$ cat src/rtl/adc_pwr_pkg.sv
package adc_pwr_pkg;

    localparam int N_CONV = 2;
    localparam int DLY_W  = 6;
    localparam int REG_W  = 16;

    // Register field positions
    localparam int F_PD   = 0;
    localparam int F_APD  = 2;
    localparam int F_ASB  = 3;
    localparam int F_DLY  = 4;
    localparam int F_STAT = 10;
    localparam int F_RSV  = 15;

    typedef enum logic [1:0] {
        SC_IDLE,
        SC_WAKE,
        SC_RUN
    } scan_st_e;

    typedef enum logic [1:0] {
        CV_DOWN,
        CV_WARM,
        CV_ON,
        CV_SLEEP
    } conv_st_e;

    typedef struct packed {
        logic [N_CONV-1:0] pd;
        logic              apd;
        logic              asb;
        logic [DLY_W-1:0]  dly;
    } pwr_cfg_t;

endpackage

$ cat src/rtl/adc_pwr_regs.sv
module adc_pwr_regs
    import adc_pwr_pkg::*;
#(
    parameter logic [DLY_W-1:0] DLY_RST = 6'd13
) (
    input  logic              clk,
    input  logic              rst_n,
    input  logic              wr_en,
    input  logic [REG_W-1:0]  wr_data,
    input  logic [N_CONV-1:0] stat,
    output pwr_cfg_t          cfg,
    output logic [REG_W-1:0]  rd_data
);

    always_ff @(posedge clk or negedge rst_n) begin
        if (!rst_n) begin
            cfg.pd  <= '1;
            cfg.apd <= 1'b0;
            cfg.asb <= 1'b0;
            cfg.dly <= DLY_RST;
        end else if (wr_en) begin
            cfg.pd  <= wr_data[F_PD +: N_CONV];
            cfg.apd <= wr_data[F_APD];
            cfg.asb <= wr_data[F_ASB];
            cfg.dly <= wr_data[F_DLY +: DLY_W];
        end
    end

    always_comb begin
        rd_data                  = '0;
        rd_data[F_PD +: N_CONV]  = cfg.pd;
        rd_data[F_APD]           = cfg.apd;
        rd_data[F_ASB]           = cfg.asb;
        rd_data[F_DLY +: DLY_W]  = cfg.dly;
        rd_data[F_STAT +: N_CONV] = stat;
        rd_data[F_RSV]           = 1'b1;
    end

endmodule

$ cat src/rtl/adc_pwr_timer.sv
module adc_pwr_timer #(
    parameter int W = 6
) (
    input  logic         clk,
    input  logic         rst_n,
    input  logic         load,
    input  logic [W-1:0] load_val,
    output logic         last
);

    logic [W-1:0] cnt;

    always_ff @(posedge clk or negedge rst_n) begin
        if (!rst_n) begin
            cnt <= '0;
        end else if (load) begin
            cnt <= load_val;
        end else if (cnt != '0) begin
            cnt <= cnt - 1'b1;
        end
    end

    assign last = (cnt == W'(1));

endmodule

$ cat src/rtl/adc_pwr_conv.sv
module adc_pwr_conv
    import adc_pwr_pkg::*;
(
    input  logic             clk,
    input  logic             rst_n,
    input  logic             pd,
    input  logic             apd,
    input  logic             asb,
    input  logic [DLY_W-1:0] dly,
    input  logic             lp_ok,
    input  logic             wake,
    output logic             pwr_en,
    output logic             stby,
    output logic             status,
    output logic             sleeping,
    output logic             warming
);

    conv_st_e st, st_nxt;
    logic     auto_on;
    logic     tmr_load;
    logic     tmr_last;

    assign auto_on = apd | asb;

    adc_pwr_timer #(.W(DLY_W)) u_tmr (
        .clk      (clk),
        .rst_n    (rst_n),
        .load     (tmr_load),
        .load_val (dly),
        .last     (tmr_last)
    );

    // State register
    always_ff @(posedge clk or negedge rst_n) begin
        if (!rst_n) begin
            st <= CV_DOWN;
        end else begin
            st <= st_nxt;
        end
    end

    // Next state
    always_comb begin
        st_nxt = st;
        if (pd) begin
            st_nxt = CV_DOWN;                                 // force_down
        end else begin
            unique case (st)
                CV_DOWN: begin                                // release
                    if (auto_on)           st_nxt = CV_SLEEP;
                    else if (dly == '0)    st_nxt = CV_ON;
                    else                   st_nxt = CV_WARM;
                end
                CV_WARM: begin
                    if (tmr_last)          st_nxt = CV_ON;    // warm_done
                end
                CV_ON: begin
                    if (auto_on && lp_ok)  st_nxt = CV_SLEEP; // doze
                end
                CV_SLEEP: begin
                    if (wake)              st_nxt = CV_ON;    // wake
                    else if (!auto_on) begin                  // resume
                        if (dly == '0)     st_nxt = CV_ON;
                        else               st_nxt = CV_WARM;
                    end
                end
                default:                   st_nxt = CV_DOWN;
            endcase
        end
    end

    assign tmr_load = (st_nxt == CV_WARM) && (st != CV_WARM);

    // Outputs
    always_comb begin
        pwr_en   = !pd && ((st == CV_WARM) || (st == CV_ON));
        stby     = !pd && (st == CV_SLEEP) && !apd;
        status   = pd || (st != CV_ON);
        sleeping = !pd && (st == CV_SLEEP);
        warming  = (st == CV_WARM);
    end

endmodule

$ cat src/rtl/adc_pwr_seq.sv
module adc_pwr_seq
    import adc_pwr_pkg::*;
#(
    parameter logic [DLY_W-1:0] DLY_RST = 6'd13
) (
    input  logic              clk,
    input  logic              rst_n,
    input  logic              wr_en,
    input  logic [REG_W-1:0]  wr_data,
    output logic [REG_W-1:0]  rd_data,
    input  logic              scan_req,
    input  logic [N_CONV-1:0] scan_mask,
    input  logic              scan_done,
    input  logic              loop_mode,
    output logic              scan_grant,
    output logic [N_CONV-1:0] pwr_en,
    output logic [N_CONV-1:0] stby,
    output logic              result_invalid
);

    pwr_cfg_t          cfg;
    logic [N_CONV-1:0] stat;
    logic [N_CONV-1:0] sleeping;
    logic [N_CONV-1:0] warming;
    logic [N_CONV-1:0] wake;
    logic [N_CONV-1:0] need;
    logic [N_CONV-1:0] need_sleep;
    logic [N_CONV-1:0] mask_q;
    logic              accept;
    logic              lp_ok;
    logic              wait_load;
    logic              wait_last;
    logic              grant_q;
    scan_st_e          st, st_nxt;

    adc_pwr_regs #(.DLY_RST(DLY_RST)) u_regs (
        .clk     (clk),
        .rst_n   (rst_n),
        .wr_en   (wr_en),
        .wr_data (wr_data),
        .stat    (stat),
        .cfg     (cfg),
        .rd_data (rd_data)
    );

    for (genvar i = 0; i < N_CONV; i++) begin : g_conv
        adc_pwr_conv u_conv (
            .clk      (clk),
            .rst_n    (rst_n),
            .pd       (cfg.pd[i]),
            .apd      (cfg.apd),
            .asb      (cfg.asb),
            .dly      (cfg.dly),
            .lp_ok    (lp_ok),
            .wake     (wake[i]),
            .pwr_en   (pwr_en[i]),
            .stby     (stby[i]),
            .status   (stat[i]),
            .sleeping (sleeping[i]),
            .warming  (warming[i])
        );
    end

    adc_pwr_timer #(.W(DLY_W)) u_wait (
        .clk      (clk),
        .rst_n    (rst_n),
        .load     (wait_load),
        .load_val (cfg.dly),
        .last     (wait_last)
    );

    // Request qualification
    always_comb begin
        need       = scan_mask & ~cfg.pd;
        need_sleep = need & sleeping;
        accept     = (st == SC_IDLE) && scan_req && ((need & warming) == '0);
        wake       = accept ? need_sleep : '0;
        wait_load  = accept && (need_sleep != '0) && (cfg.dly != '0);
        lp_ok      = (st == SC_IDLE) && !scan_req && !loop_mode;
    end

    // State register
    always_ff @(posedge clk or negedge rst_n) begin
        if (!rst_n) begin
            st      <= SC_IDLE;
            mask_q  <= '0;
            grant_q <= 1'b0;
        end else begin
            st      <= st_nxt;
            grant_q <= (st != SC_RUN) && (st_nxt == SC_RUN);
            if (accept) begin
                mask_q <= scan_mask;
            end
        end
    end

    // Next state
    always_comb begin
        st_nxt = st;
        unique case (st)
            SC_IDLE: begin
                if (accept) begin                       // accept
                    st_nxt = wait_load ? SC_WAKE : SC_RUN;
                end
            end
            SC_WAKE: begin
                if (wait_last) st_nxt = SC_RUN;         // warm_done
            end
            SC_RUN: begin
                if (scan_done) st_nxt = SC_IDLE;        // scan_end
            end
            default: st_nxt = SC_IDLE;
        endcase
    end

    // Outputs
    always_comb begin
        scan_grant     = grant_q;
        result_invalid = (st == SC_RUN) && ((mask_q & cfg.pd) != '0);
    end

endmodule

$ cat config.mk
export PLATFORM = sky130hd
export DESIGN_NAME = adc_pwr_seq
export DESIGN_NICKNAME = d
export VERILOG_FILES = /design/src/rtl/adc_pwr_pkg.sv /design/src/rtl/adc_pwr_regs.sv /design/src/rtl/adc_pwr_timer.sv /design/src/rtl/adc_pwr_conv.sv /design/src/rtl/adc_pwr_seq.sv
export SDC_FILE = /design/constraint.sdc
export NUM_CORES = 1
export LEC_CHECK = 0
export BUFFER_PORTS_ARGS = -buffer_cell sky130_fd_sc_hd__buf_2
export CORE_UTILIZATION = 40
export CTS_BUF_LIST = sky130_fd_sc_hd__clkbuf_2
export DETAILED_ROUTE_END_ITERATION = 16
export HOLD_SLACK_MARGIN = 0.12
export SETUP_SLACK_MARGIN = 0.02
export SLEW_MARGIN = 20
export SYNTH_ARGS = -nofsm -noshare
export SYNTH_HDL_FRONTEND = slang
export SYNTH_SLANG_ARGS = --single-unit
$ cat constraint.sdc
create_clock -name clk -period 6.25 [get_ports clk]
set_input_delay 0.9375 -clock clk [delete_from_list [all_inputs] [get_ports clk]]
set_output_delay 0.9375 -clock clk [all_outputs]
set_load 0.005 [all_outputs]
* Word-level counts from Yosys, hierarchy flattened
Cells that the tools add are included.
Cells by class: divide/modulo/power cells 0, shift-type cells 0, $mul 0, $lt $le $gt $ge 0, reduce and logical (&&, ||, !) cells 40, add/subtract/negate cells 3, mux-type cells 26, bitwise logic cells 6, equal/unequal tests 19
Operator list (count):
- $mux W6 | 6
- $mux W2 | 17
- $reduce_bool A6 Y1 | 4
- $eq A6 B1 Y1 const B | 3
- $sub A6 B1 Y6 const B | 3
- $logic_and A1 B1 Y1 | 17
- $pmux W2 S4 | 2
- $eq A2 B2 Y1 const B | 6
- $eq A2 B1 Y1 const B | 5
- $reduce_bool A2 Y1 | 5
- $and A2 B2 Y2 | 4
- $logic_not A2 Y1 | 4
- $logic_not A6 Y1 | 1
- $ne A2 B2 Y1 const B | 3
- $pmux W2 S3 | 1
- $logic_not A1 Y1 | 5
- $logic_or A1 B1 Y1 | 4
- $ne A2 B1 Y1 const B | 2
- $not A2 Y2 | 1
- $or A1 B1 Y1 | 1
Word-level totals: output and inout bits 22, logic and storage cells 106, register bits after elaboration 37, RAM bits 0, input bits 24, latch bits 0, memories 0, ROM bits 0

* Longest topological paths before layout
Gate-level depths: netlist of run 1.
depth in word-level cells 12, mapped depth 9, mapped depth without buffers 7

* Cells and area by module
Synthesis of run 1 repeated with hierarchy kept, for this count alone.
Second synthesis, totals: cells, all modules 270, area, all modules 2641.3 um^2
By module, submodules not included:
- adc_pwr_timer | seq. area each 150.1 um^2, area an instance 382.9 um^2, cells each 43, instances 3
- adc_pwr_conv | seq. area each 50.0 um^2, area an instance 315.3 um^2, cells each 35, instances 2
- adc_pwr_regs | seq. area each 256.5 um^2, area an instance 545.5 um^2, cells each 39, instances 1
- adc_pwr_seq | seq. area each 125.1 um^2, area an instance 316.6 um^2, cells each 32, instances 1

* Least setup slack after synthesis of run 1
Ideal clock, no wire load.
path kind in2reg, start point input scan_req, end point register g_conv[0].u_conv.u_tmr.cnt[4], slack 3642 ps, setup time 128 ps, data required time 6122 ps, arrival 2481 ps, buffers on the path 0, stages on the path 5, cell sequence nor4_1 a31oi_1 or3_1 a221oi_4 mux2_1
Between the ends: word-level cells in the longest chain between the ends 10, elaborated cells between the ends (all ways) 15, classes of those cells eq/ne: 1; mux: 6; reduce/logical: 8
RTL lines:
- start, declared | line adc_pwr_seq.sv:11 | input logic scan_req,
- $logic_not A1 Y1 | line adc_pwr_seq.sv:79 | lp_ok = (st == SC_IDLE) && !scan_req && !loop_mode;
- $logic_and A1 B1 Y1 (2 in a row) | line adc_pwr_seq.sv:79
- $logic_and A1 B1 Y1 | line adc_pwr_conv.sv:59 | if (auto_on && lp_ok) st_nxt = CV_SLEEP;
- $mux W2 | line adc_pwr_conv.sv:59
- $pmux W2 S4 (*) | line adc_pwr_conv.sv:49 | unique case (st)
- $mux W2 (*) | line adc_pwr_conv.sv:46 | if (pd) begin
- $eq A2 B1 Y1 (*) | line adc_pwr_conv.sv:73 | assign tmr_load = (st_nxt == CV_WARM) && (st != CV_WARM);
- $logic_and A1 B1 Y1 (*) | line adc_pwr_conv.sv:73
- $mux W6 or $reduce_bool A2 Y1 (tied branches)
- end signal, assigned | line adc_pwr_timer.sv:17 | cnt <= load_val;
- end signal, assigned | line adc_pwr_timer.sv:19 | cnt <= cnt - 1'b1;
- end, declared | line adc_pwr_timer.sv:11 | logic [W-1:0] cnt;
Every way passes the cells marked *; elsewhere a longest branch is shown, timed or not. A chain may end at the register's enable or synchronous reset.

* Worst setup path in the final report of run 1
start point input scan_req, end point register g_conv[0].u_conv.u_tmr.cnt[2]
The elaborated chain is that of the path after synthesis.

==> results_dict.tcl, run 1 <==
set metrics [dict create \
    outcome "completed" \
    wl_per_cell_um 14.5 \
    synth_top_area_share_pct 32.2 \
    cp-end-kind "register" \
    grt_pass1_vias 1792 \
    power_frac_comb_pct 49.8 \
    io_pins 46 \
    rsz0062_at_grt "no" \
    synthArstFlopShare_pct 100 \
    min_from "mask_q[1]$_DFFE_PN0N_" \
    clk_path_buf_depth 2 \
    crit_fanout 6 \
    setup_violations 0 \
    critical_path_arrival_ns 2.93 \
    final_util_pct 45.2 \
    h-tree-depth 2 \
    power.density_nw_per_um2 437 \
    reg2reg_slack_ns 3.68 \
    clkPwrFrac_pct 12.5 \
    tightestPinTransition_ns 1.04 \
    swShare_pct 40.4 \
    ys_ff_latch 37 \
    slew_headroom_pct 30.6 \
    drive_gt1_share_pct 24.1 \
    crit_type "in -> reg" \
    clock_latency_ns 0.39 \
    fin_skew_ns 0.0196 \
    hold_viol 0 \
    yosysTopAreaCell "dfrtp_1" \
    die_x_um 80.8 \
    final_cell_mix "buf_2 (35), dfrtp_1 (32), nor2_1 (28), inv_1 (17), ha_1 (17)" \
    syn_area_sq_um 2490 \
    ff2ff_path_depth 7 \
    ir_worst_vdd_v 0.000191 \
    hpwl_um 3690 \
    whs_endpoint "mask_q[1]$_DFFE_PN0N_" \
    vias_per_cell 5.23 \
    grt_first_pass_wirelength_um 8670 \
    syn_inst 251 \
    drt-pass1-iter-count 4 \
    dieArea_sq_um 6530 \
    ys_seq_area_share_pct 37.5 \
    reg2reg_to "g_conv[0].u_conv.u_tmr.cnt[2]$_DFFE_PN0P_" \
    cts_inserted_buffers 5 \
    slew_viol_final 0 \
    grt_max_degree 38 \
    startpoint_type "input pin" \
    cts_hold_buf 0 \
    p_leak_nw 1.21 \
    postRouteAntennaNets 0 \
    die_h_um 80.8 \
    overflow 0 \
    fmax_mhz 378 \
    reg2reg_from "g_conv[0].u_conv.st[1]$_DFF_PN0_" \
    hold_class "reg -> reg" \
    fin_crit_ns 2.65 \
    syn2layout_area_growth_pct 8.20 \
    wl_um 5050 \
    cts.sinks 37 \
    antenna_cells 0 \
    grt_antenna_before_repair 0 \
    gp_congestion 0.811 \
    synth_cell_types 50 \
    portBuffers 35 \
    start_util_pct 41.7 \
    synth-edff-count 0 \
    post-route-period-util_pct 42.4 \
    yosysWarnings 0 \
    max_cap_violations 0 \
    synthFlopType "dfrtp_1" \
    drt_iter0_drc 132 \
    cts-root-buf "clkbuf_2" \
    tritoncts "done" \
    cts_setup_buffers 0 \
    nets 314 \
    rows 28 \
    via_count 1825 \
    grt_usage_pct 17.6 \
    seqPwrFrac_pct 37.7 \
    synth.area.top_cells "dfrtp_1 (32%), ha_1 (8.6%), mux2_2 (5.9%)" \
    totalNegativeSetupSlack_ns 0 \
    cp.required_ns 6.54 \
    path_clk_slew_ns 0.18 \
    intPower_w 0.000700 \
    whs_path_depth 1 \
    p_switching_w 0.000475 \
    synth.avg_cell_area_sq_um 9.90 \
    coreArea_sq_um 5960 \
    layout_commonest_cell "buf_2" \
    post_cts_resized 0 \
    drt_drc_violations_left 0 \
]
-- how the worst max path moves through the flow --
stage / cells past startpoint / slack, ns / startpoint / endpoint
after detailed placement: 6 / 3.17 / scan_req / g_conv[0].u_conv.u_tmr.cnt[2]$_DFFE_PN0P_
after global placement: 6 / 3.16 / scan_req / g_conv[0].u_conv.u_tmr.cnt[4]$_DFFE_PN0P_
final: 6 / 3.60 / scan_req / g_conv[0].u_conv.u_tmr.cnt[2]$_DFFE_PN0P_
after global routing: 6 / 3.51 / scan_req / g_conv[0].u_conv.u_tmr.cnt[4]$_DFFE_PN0P_
after floorplan: 5 / 3.64 / scan_req / g_conv[0].u_conv.u_tmr.cnt[4]$_DFFE_PN0P_
after CTS: 6 / 3.63 / scan_req / g_conv[0].u_conv.u_tmr.cnt[2]$_DFFE_PN0P_
-- critical path, stage by stage --
cell,delay [ns]
buf_2,0.10
nor4_1,0.47
a31oi_1,0.15
or3_1,0.42
a221oi_4,0.48
mux2_1,0.37
-- layer usage --
metal	track usage, %	vias to the layer above	part of all wire (%)
met5	0	-	0
met4	5.36	0	1.4
met3	3.03	7	4.1
met2	28.2	43	44
met1	24.0	875	50
li1	-	900	-
-- cell type report --
class | instances | area, sq um
fillers | 606 | 3270
multi-input cells | 177 | 1360
flip-flops and latches | 37 | 932
repair buffers | 35 | 175
well taps | 75 | 93.8
inverters | 17 | 63.8
clock inverters | 2 | 33.8
clock buffers | 6 | 30.0
-- cell usage after synthesis, drive strengths merged (4+ instances only) --
| cell type | number |
|---|---|
| dfrtp | 32 |
| nor2 | 28 |
| mux2 | 25 |
| buf | 18 |
| ha | 17 |
| inv | 17 |
| a21oi | 14 |
| xnor2 | 9 |
| nand2 | 8 |
| nor3 | 6 |
| nor4 | 6 |
| dfstp | 5 |
| a31oi | 4 |
| clkbuf | 4 |
| nor2b | 4 |
| xor2 | 4 |
-- through the flow --
| step | instance area, sq um | std cells | total power, W | hold WS, ns | setup WS, ns |
|---|---|---|---|---|---|
| 3_5_place_dp | 2630 | 341 | 0.00103 | 0.487 | 3.17 |
| 3_3_place_gp | 2630 | 341 | 0.00102 | 0.474 | 3.16 |
| 4_1_cts | 2690 | 349 | 0.00119 | 0.525 | 3.63 |
| 2_1_floorplan | 2490 | 253 | 0.000912 | 0.461 | 3.64 |
| 5_1_grt | 2690 | 349 | 0.00130 | 0.553 | 3.51 |
| 6_report | 2690 | 349 | 0.00117 | 0.514 | 3.60 |
-- power groups by stage --
stage	clock network, W	logic, W	registers (W)
final	0.000147	0.000585	0.000443
after CTS	0.000157	0.000590	0.000442
after floorplan	0	0.000495	0.000417
after global routing	0.000163	0.000675	0.000460
after global placement	0	0.000573	0.000446
after detailed placement	0	0.000587	0.000447
-- flip-flops by register name, indices dropped and copies added, names as in the netlist --
name / count
mask_q: 2
st: 2
u_regs.cfg: 10
u_wait.cnt: 6
g_conv.u_conv.u_tmr.cnt: 12
g_conv.u_conv.st: 4
scan_grant: 1
-- logic make-up after synthesis --
family	Yosys count	synth area share, %
muxes	28	12.5
and+or+nand+nor	75	16.0
buffers and inverters	39	8.05
xor gates and xnor gates	13	4.58
other	2	0.302
AOI/OAI and AO/OA	40	12.5
DFF	37	37.5
adders and majority gates	17	8.56
Note: power is estimated with default switching activity, not from simulation.
==> run 2: changes to the inputs <==
- clock period: 6.25 -> 2.4 ns (I/O delays scaled with it)
==> run 2 against run 1 <==
- die area did not move
- clock skew decreased by 0.0015 ns
- first-iteration DRC count shrank 23%
- non-clock buffer count is 27 higher
- sequential power is 150% higher
- largest power group unchanged
- count of clock-buffer cells in the layout fell by 1
- critical endpoint is now g_conv[0].u_conv.u_tmr.cnt[3]$_DFFE_PN0P_
- final cell count up 7.7%
- largest cell class unchanged
==> results_dict.tcl, run 2 (synthesis gave the netlist of run 1 again) <==
set metrics [dict create \
    crit_type "reg -> reg" \
    cp.required_ns 2.71 \
    hold_viol 0 \
    portBuffers 35 \
    startpoint_type "register" \
    drt_drc_violations_left 0 \
    vias_per_cell 5.09 \
    tritoncts "done" \
    postRouteAntennaNets 0 \
    overflow 0 \
    fmax_mhz 432 \
    syn2layout_area_growth_pct 17.8 \
    drt-pass1-iter-count 4 \
    largest_register "g_conv.u_conv.u_tmr.cnt" \
    crit_chain "inv_2, ha_2, nor2_1, a311o_1, or3_4, a221oi_4, buf_12, mux2_1" \
    io_pins 46 \
    drt_iter0_drc 101 \
    hold_class "in -> reg" \
    post-route-period-util_pct 96.4 \
    tightestPinTransition_ns 0.842 \
    slowest_delay_ns 0.45 \
    layout_commonest_cell "buf_2" \
    grt_pass1_vias 1883 \
    antenna_cells 0 \
    cts.sinks 37 \
    p_total_w 0.00323 \
    outcome "completed" \
    biggestRegsByFlops "g_conv.u_conv.u_tmr.cnt (12), u_regs.cfg (10), u_wait.cnt (6)" \
    grt_max_degree 38 \
    largest_reg_flops 12 \
    final_cell_mix "buf_2 (35), dfrtp_1 (32), nor2_1 (28), buf_4 (24), inv_1 (16)" \
    pre_cts_ws_ns -0.0290 \
    path_clk_slew_ns 0.20 \
    ir_worst_vdd_v 0.000451 \
    wl_um 5410 \
    grt_antenna_before_repair 0 \
    start_util_pct 41.7 \
    cts_inserted_buffers 5 \
    grt_first_pass_wirelength_um 9070 \
    slowest_stage "dfrtp_1" \
    totalNegativeSetupSlack_ns 0 \
    wl_per_cell_um 14.4 \
    rows 28 \
    gp_congestion 0.789 \
    h-tree-depth 2 \
    fin_skew_ns 0.0182 \
    hpwl_um 3880 \
    max_cap_violations 0 \
    setup_ws_ns 0.0863 \
    drive_gt1_share_pct 33.2 \
    cp-end-kind "register" \
    nets 341 \
    die_x_um 80.8 \
    coreArea_sq_um 5960 \
    rsz0062_at_grt "yes" \
    dieArea_sq_um 6530 \
    crit_fanout 6 \
    slew_viol_final 0 \
    clock_latency_ns 0.40 \
    grt_usage_pct 18.2 \
    die_h_um 80.8 \
    p_leak_nw 1.35 \
    via_count 1914 \
    setup_violations 0 \
    fin_crit_ns 2.31 \
    power.density_nw_per_um2 1100 \
    clk_path_buf_depth 2 \
    cts-root-buf "clkbuf_2" \
    critical_path_arrival_ns 2.62 \
    slew_headroom_pct 43.9 \
]
## run 2: metrics by stage
stage | hold WS [ns] | std cells | util [%] | cell area, sq um
finish | 0.181 | 376 | 49.2 | 2930
global route | 0.151 | 376 | 49.2 | 2930
CTS | 0.158 | 371 | 48.0 | 2860
detailed placement | 0.487 | 361 | 46.8 | 2790
global placement | 0.473 | 361 | 46.8 | 2790
floorplan | 0.0644 | 253 | - | 2490
## run 2: layout make-up
| cell class | count | area [sq um] |
|---|---|---|
| fill | 576 | 3030 |
| timing repair buffer | 62 | 405 |
| sequential | 37 | 932 |
| clock buffer | 5 | 25.0 |
| clock inverter | 3 | 17.5 |
| inverter | 17 | 63.8 |
| tap | 75 | 93.8 |
| multi-input combinational | 177 | 1390 |
## run 2: worst max-delay path, delay by kind of cell (launching register included)
kind                       cells  cell delay (ns)
AOI/OAI and AO/OA              2             0.63
adders and majority gates      1             0.21
buffers and inverters          2             0.23
and+or+nand+nor                2             0.40
muxes                          1             0.31
DFF                            1             0.45
## run 2: repair_timing
action                                 CTS  global route
hold buffers                             1             0
pin swaps                                1             6
setup endpoints to repair                6            12
buffers inserted                         1             6
endpoints found under the hold margin   32             0
gates resized for setup                  0             8
## run 2: final timing paths
path | startpoint | to | slack (ns) | cells after the start
hold / removal | wr_data[3] | u_regs.cfg[6]$_DFFE_PN0P_ | 0.18 | 2
setup reg to reg | g_conv[0].u_conv.st[0]$_DFF_PN0_ | g_conv[0].u_conv.u_tmr.cnt[3]$_DFFE_PN0P_ | 0.09 | 8
min in group asynchronous | rst_n | g_conv[0].u_conv.u_tmr.cnt[0]$_DFFE_PN0P_ | 0.56 | 2
hold reg to reg | mask_q[1]$_DFFE_PN0N_ | mask_q[1]$_DFFE_PN0N_ | 0.53 | 1
setup / recovery | g_conv[0].u_conv.st[0]$_DFF_PN0_ | g_conv[0].u_conv.u_tmr.cnt[3]$_DFFE_PN0P_ | 0.09 | 8
max in group asynchronous | rst_n | u_wait.cnt[3]$_DFFE_PN0P_ | 1.30 | 2
## run 2: power by group
part           internal (W)  switching (W)  total (W)  leakage (nW)
logic              0.000968       0.000865    0.00183         0.882
registers          0.000879       0.000222    0.00110         0.436
clock network     0.0000690       0.000225   0.000294        0.0304
total               0.00192        0.00131    0.00323          1.35
## run 2: layer usage
layer  vias to the layer above  part of all wire, %  global-route usage [%]
li1                        953                    -                       -
met1                       913                   51                    25.5
met2                        40                   44                    28.2
met3                         8                  3.6                    3.03
met4                         0                  1.2                    6.25
met5                         -                    0                       0
==> run 3: changes to the inputs <==
- CORE_MARGIN: not set -> 8
==> run 3 against run 2 <==
- first-iteration DRC count decreased by 62%
- non-clock buffer count decreased by 4
- clock power increased by 37%
- combinational power shrank 5%
- total power grew 0.59%
- largest cell class unchanged
- highest routed layer unchanged
==> results_dict.tcl, run 3 (synthesis gave the netlist of run 1 again) <==
set metrics [dict create \
    postRouteAntennaNets 0 \
    totalNegativeSetupSlack_ns 0 \
    final_util_pct 48.6 \
    via_count 1895 \
    cts.sinks 37 \
    largest_register "g_conv.u_conv.u_tmr.cnt" \
    hold_viol 0 \
    fin_skew_ns 0.0120 \
    io_pins 46 \
    fillers 567 \
    tritoncts "done" \
    gp_congestion 0.844 \
    coreArea_sq_um 5960 \
    grt_max_degree 38 \
    wl_per_cell_um 14.8 \
    final_cell_mix "buf_2 (35), dfrtp_1 (32), nor2_1 (28), buf_4 (21), inv_1 (17)" \
    rsz0062_at_grt "yes" \
    antenna_cells 0 \
    slew_headroom_pct 44.1 \
    startpoint_type "register" \
    rows 28 \
    setup_ws_ns 0.105 \
    die_x_um 94.8 \
    power.density_nw_per_um2 1120 \
    crit_chain "or4_4, or3_4, a31o_1, o221ai_4, mux2_1" \
    cts_inserted_buffers 5 \
    cts-root-buf "clkbuf_2" \
    largest_reg_flops 12 \
    vias_per_cell 5.09 \
    syn2layout_area_growth_pct 16.3 \
    drt_drc_violations_left 0 \
    fin_crit_ns 2.30 \
    setup_violations 0 \
    clock_latency_ns 0.39 \
    hpwl_um 4170 \
    drt_iter0_drc 38 \
    h-tree-depth 2 \
    max_cap_violations 0 \
    critical_path_arrival_ns 2.60 \
    crit_type "reg -> reg" \
    ir_worst_vdd_v 0.000533 \
    grt_first_pass_wirelength_um 9230 \
    grt_antenna_before_repair 0 \
    outcome "completed" \
    die_h_um 94.8 \
    grt_pass1_vias 1902 \
    layout_commonest_cell "buf_2" \
    pre_cts_ws_ns 0.0299 \
    holdWs_ns 0.184 \
    hold_class "in -> reg" \
    path_clk_slew_ns 0.21 \
    overflow 0 \
    post-route-period-util_pct 95.6 \
    nets 337 \
    drive_gt1_share_pct 31.3 \
    clk_path_buf_depth 2 \
    slowest_delay_ns 0.55 \
    tightestPinTransition_ns 0.838 \
    slowest_stage "or4_4" \
    slew_viol_final 0 \
    start_util_pct 41.7 \
    dieArea_sq_um 8990 \
    fmax_mhz 436 \
    biggestRegsByFlops "g_conv.u_conv.u_tmr.cnt (12), u_regs.cfg (10), u_wait.cnt (6)" \
    wl_um 5520 \
    cp-end-kind "register" \
    cp.required_ns 2.70 \
    multi_input_area_sq_um 1380 \
    regArea_sq_um 932 \
    crit_fanout 6 \
    portBuffers 35 \
    p_leak_nw 1.33 \
    grt_usage_pct 12.8 \
    drt-pass1-iter-count 4 \
]
## run 3: layer usage
layer | track usage, % | part of all wire, % | up-vias
met5 | 0 | 0 | -
met4 | 5.07 | 1.6 | 0
met3 | 2.30 | 4.6 | 10
met2 | 19.2 | 43 | 39
met1 | 17.9 | 51 | 900
li1 | - | - | 946
## run 3: worst paths after layout
kind | startpoint | to | slack, ns | cells past startpoint
max in group asynchronous | rst_n | mask_q[0]$_DFFE_PN0N_ | 1.28 | 2
min in group asynchronous | rst_n | g_conv[0].u_conv.u_tmr.cnt[1]$_DFFE_PN0P_ | 0.59 | 2
worst min register to register | mask_q[1]$_DFFE_PN0N_ | mask_q[1]$_DFFE_PN0N_ | 0.52 | 1
worst max-delay path | u_regs.cfg[0]$_DFFE_PN1P_ | g_conv[1].u_conv.u_tmr.cnt[4]$_DFFE_PN0P_ | 0.10 | 5
worst min-delay path | wr_data[7] | u_regs.cfg[3]$_DFFE_PN1P_ | 0.18 | 2
worst max register to register | u_regs.cfg[0]$_DFFE_PN1P_ | g_conv[1].u_conv.u_tmr.cnt[4]$_DFFE_PN0P_ | 0.10 | 5
## run 3: metrics by stage
step / std cells / total power [W] / cell area [sq um]
2_1_floorplan: 253 / 0.00237 / 2490
3_3_place_gp: 361 / 0.00279 / 2780
3_5_place_dp: 361 / 0.00282 / 2780
4_1_cts: 371 / 0.00326 / 2860
5_1_grt: 372 / 0.00356 / 2890
6_report: 372 / 0.00325 / 2890
## run 3: cell type report
class | instances | area share [%]
inverters | 17 | 2.21
clock inverters | 2 | 1.34
repair buffers | 58 | 12.2
well taps | 75 | 3.25
multi-input cells | 177 | 47.7
flip-flops and latches | 37 | 32.2
clock buffers | 6 | 1.04
## run 3: where the power goes
| part | internal [W] | switching (W) | leakage (nW) |
|---|---|---|---|
| Sequential | 0.000879 | 0.000224 | 0.436 |
| Clock | 0.000183 | 0.000220 | 0.0432 |
| Combinational | 0.000897 | 0.000845 | 0.851 |
| Total | 0.00196 | 0.00129 | 1.33 |
## run 3: worst max-delay path, delay by kind of cell, from the launching register on
family / cells / cell delay (ns)
AO/OA/AOI/OAI: 2 / 0.51
AND/OR/NAND/NOR: 2 / 0.92
multiplexers: 1 / 0.37
flip-flops: 1 / 0.41
## run 3: what timing repair did
item	CTS	global route
hold endpoints to repair	32	0
setup endpoints to repair	1	20
setup buffers	1	1
pin swaps	1	2
resized for setup	0	5
hold buffers	1	0
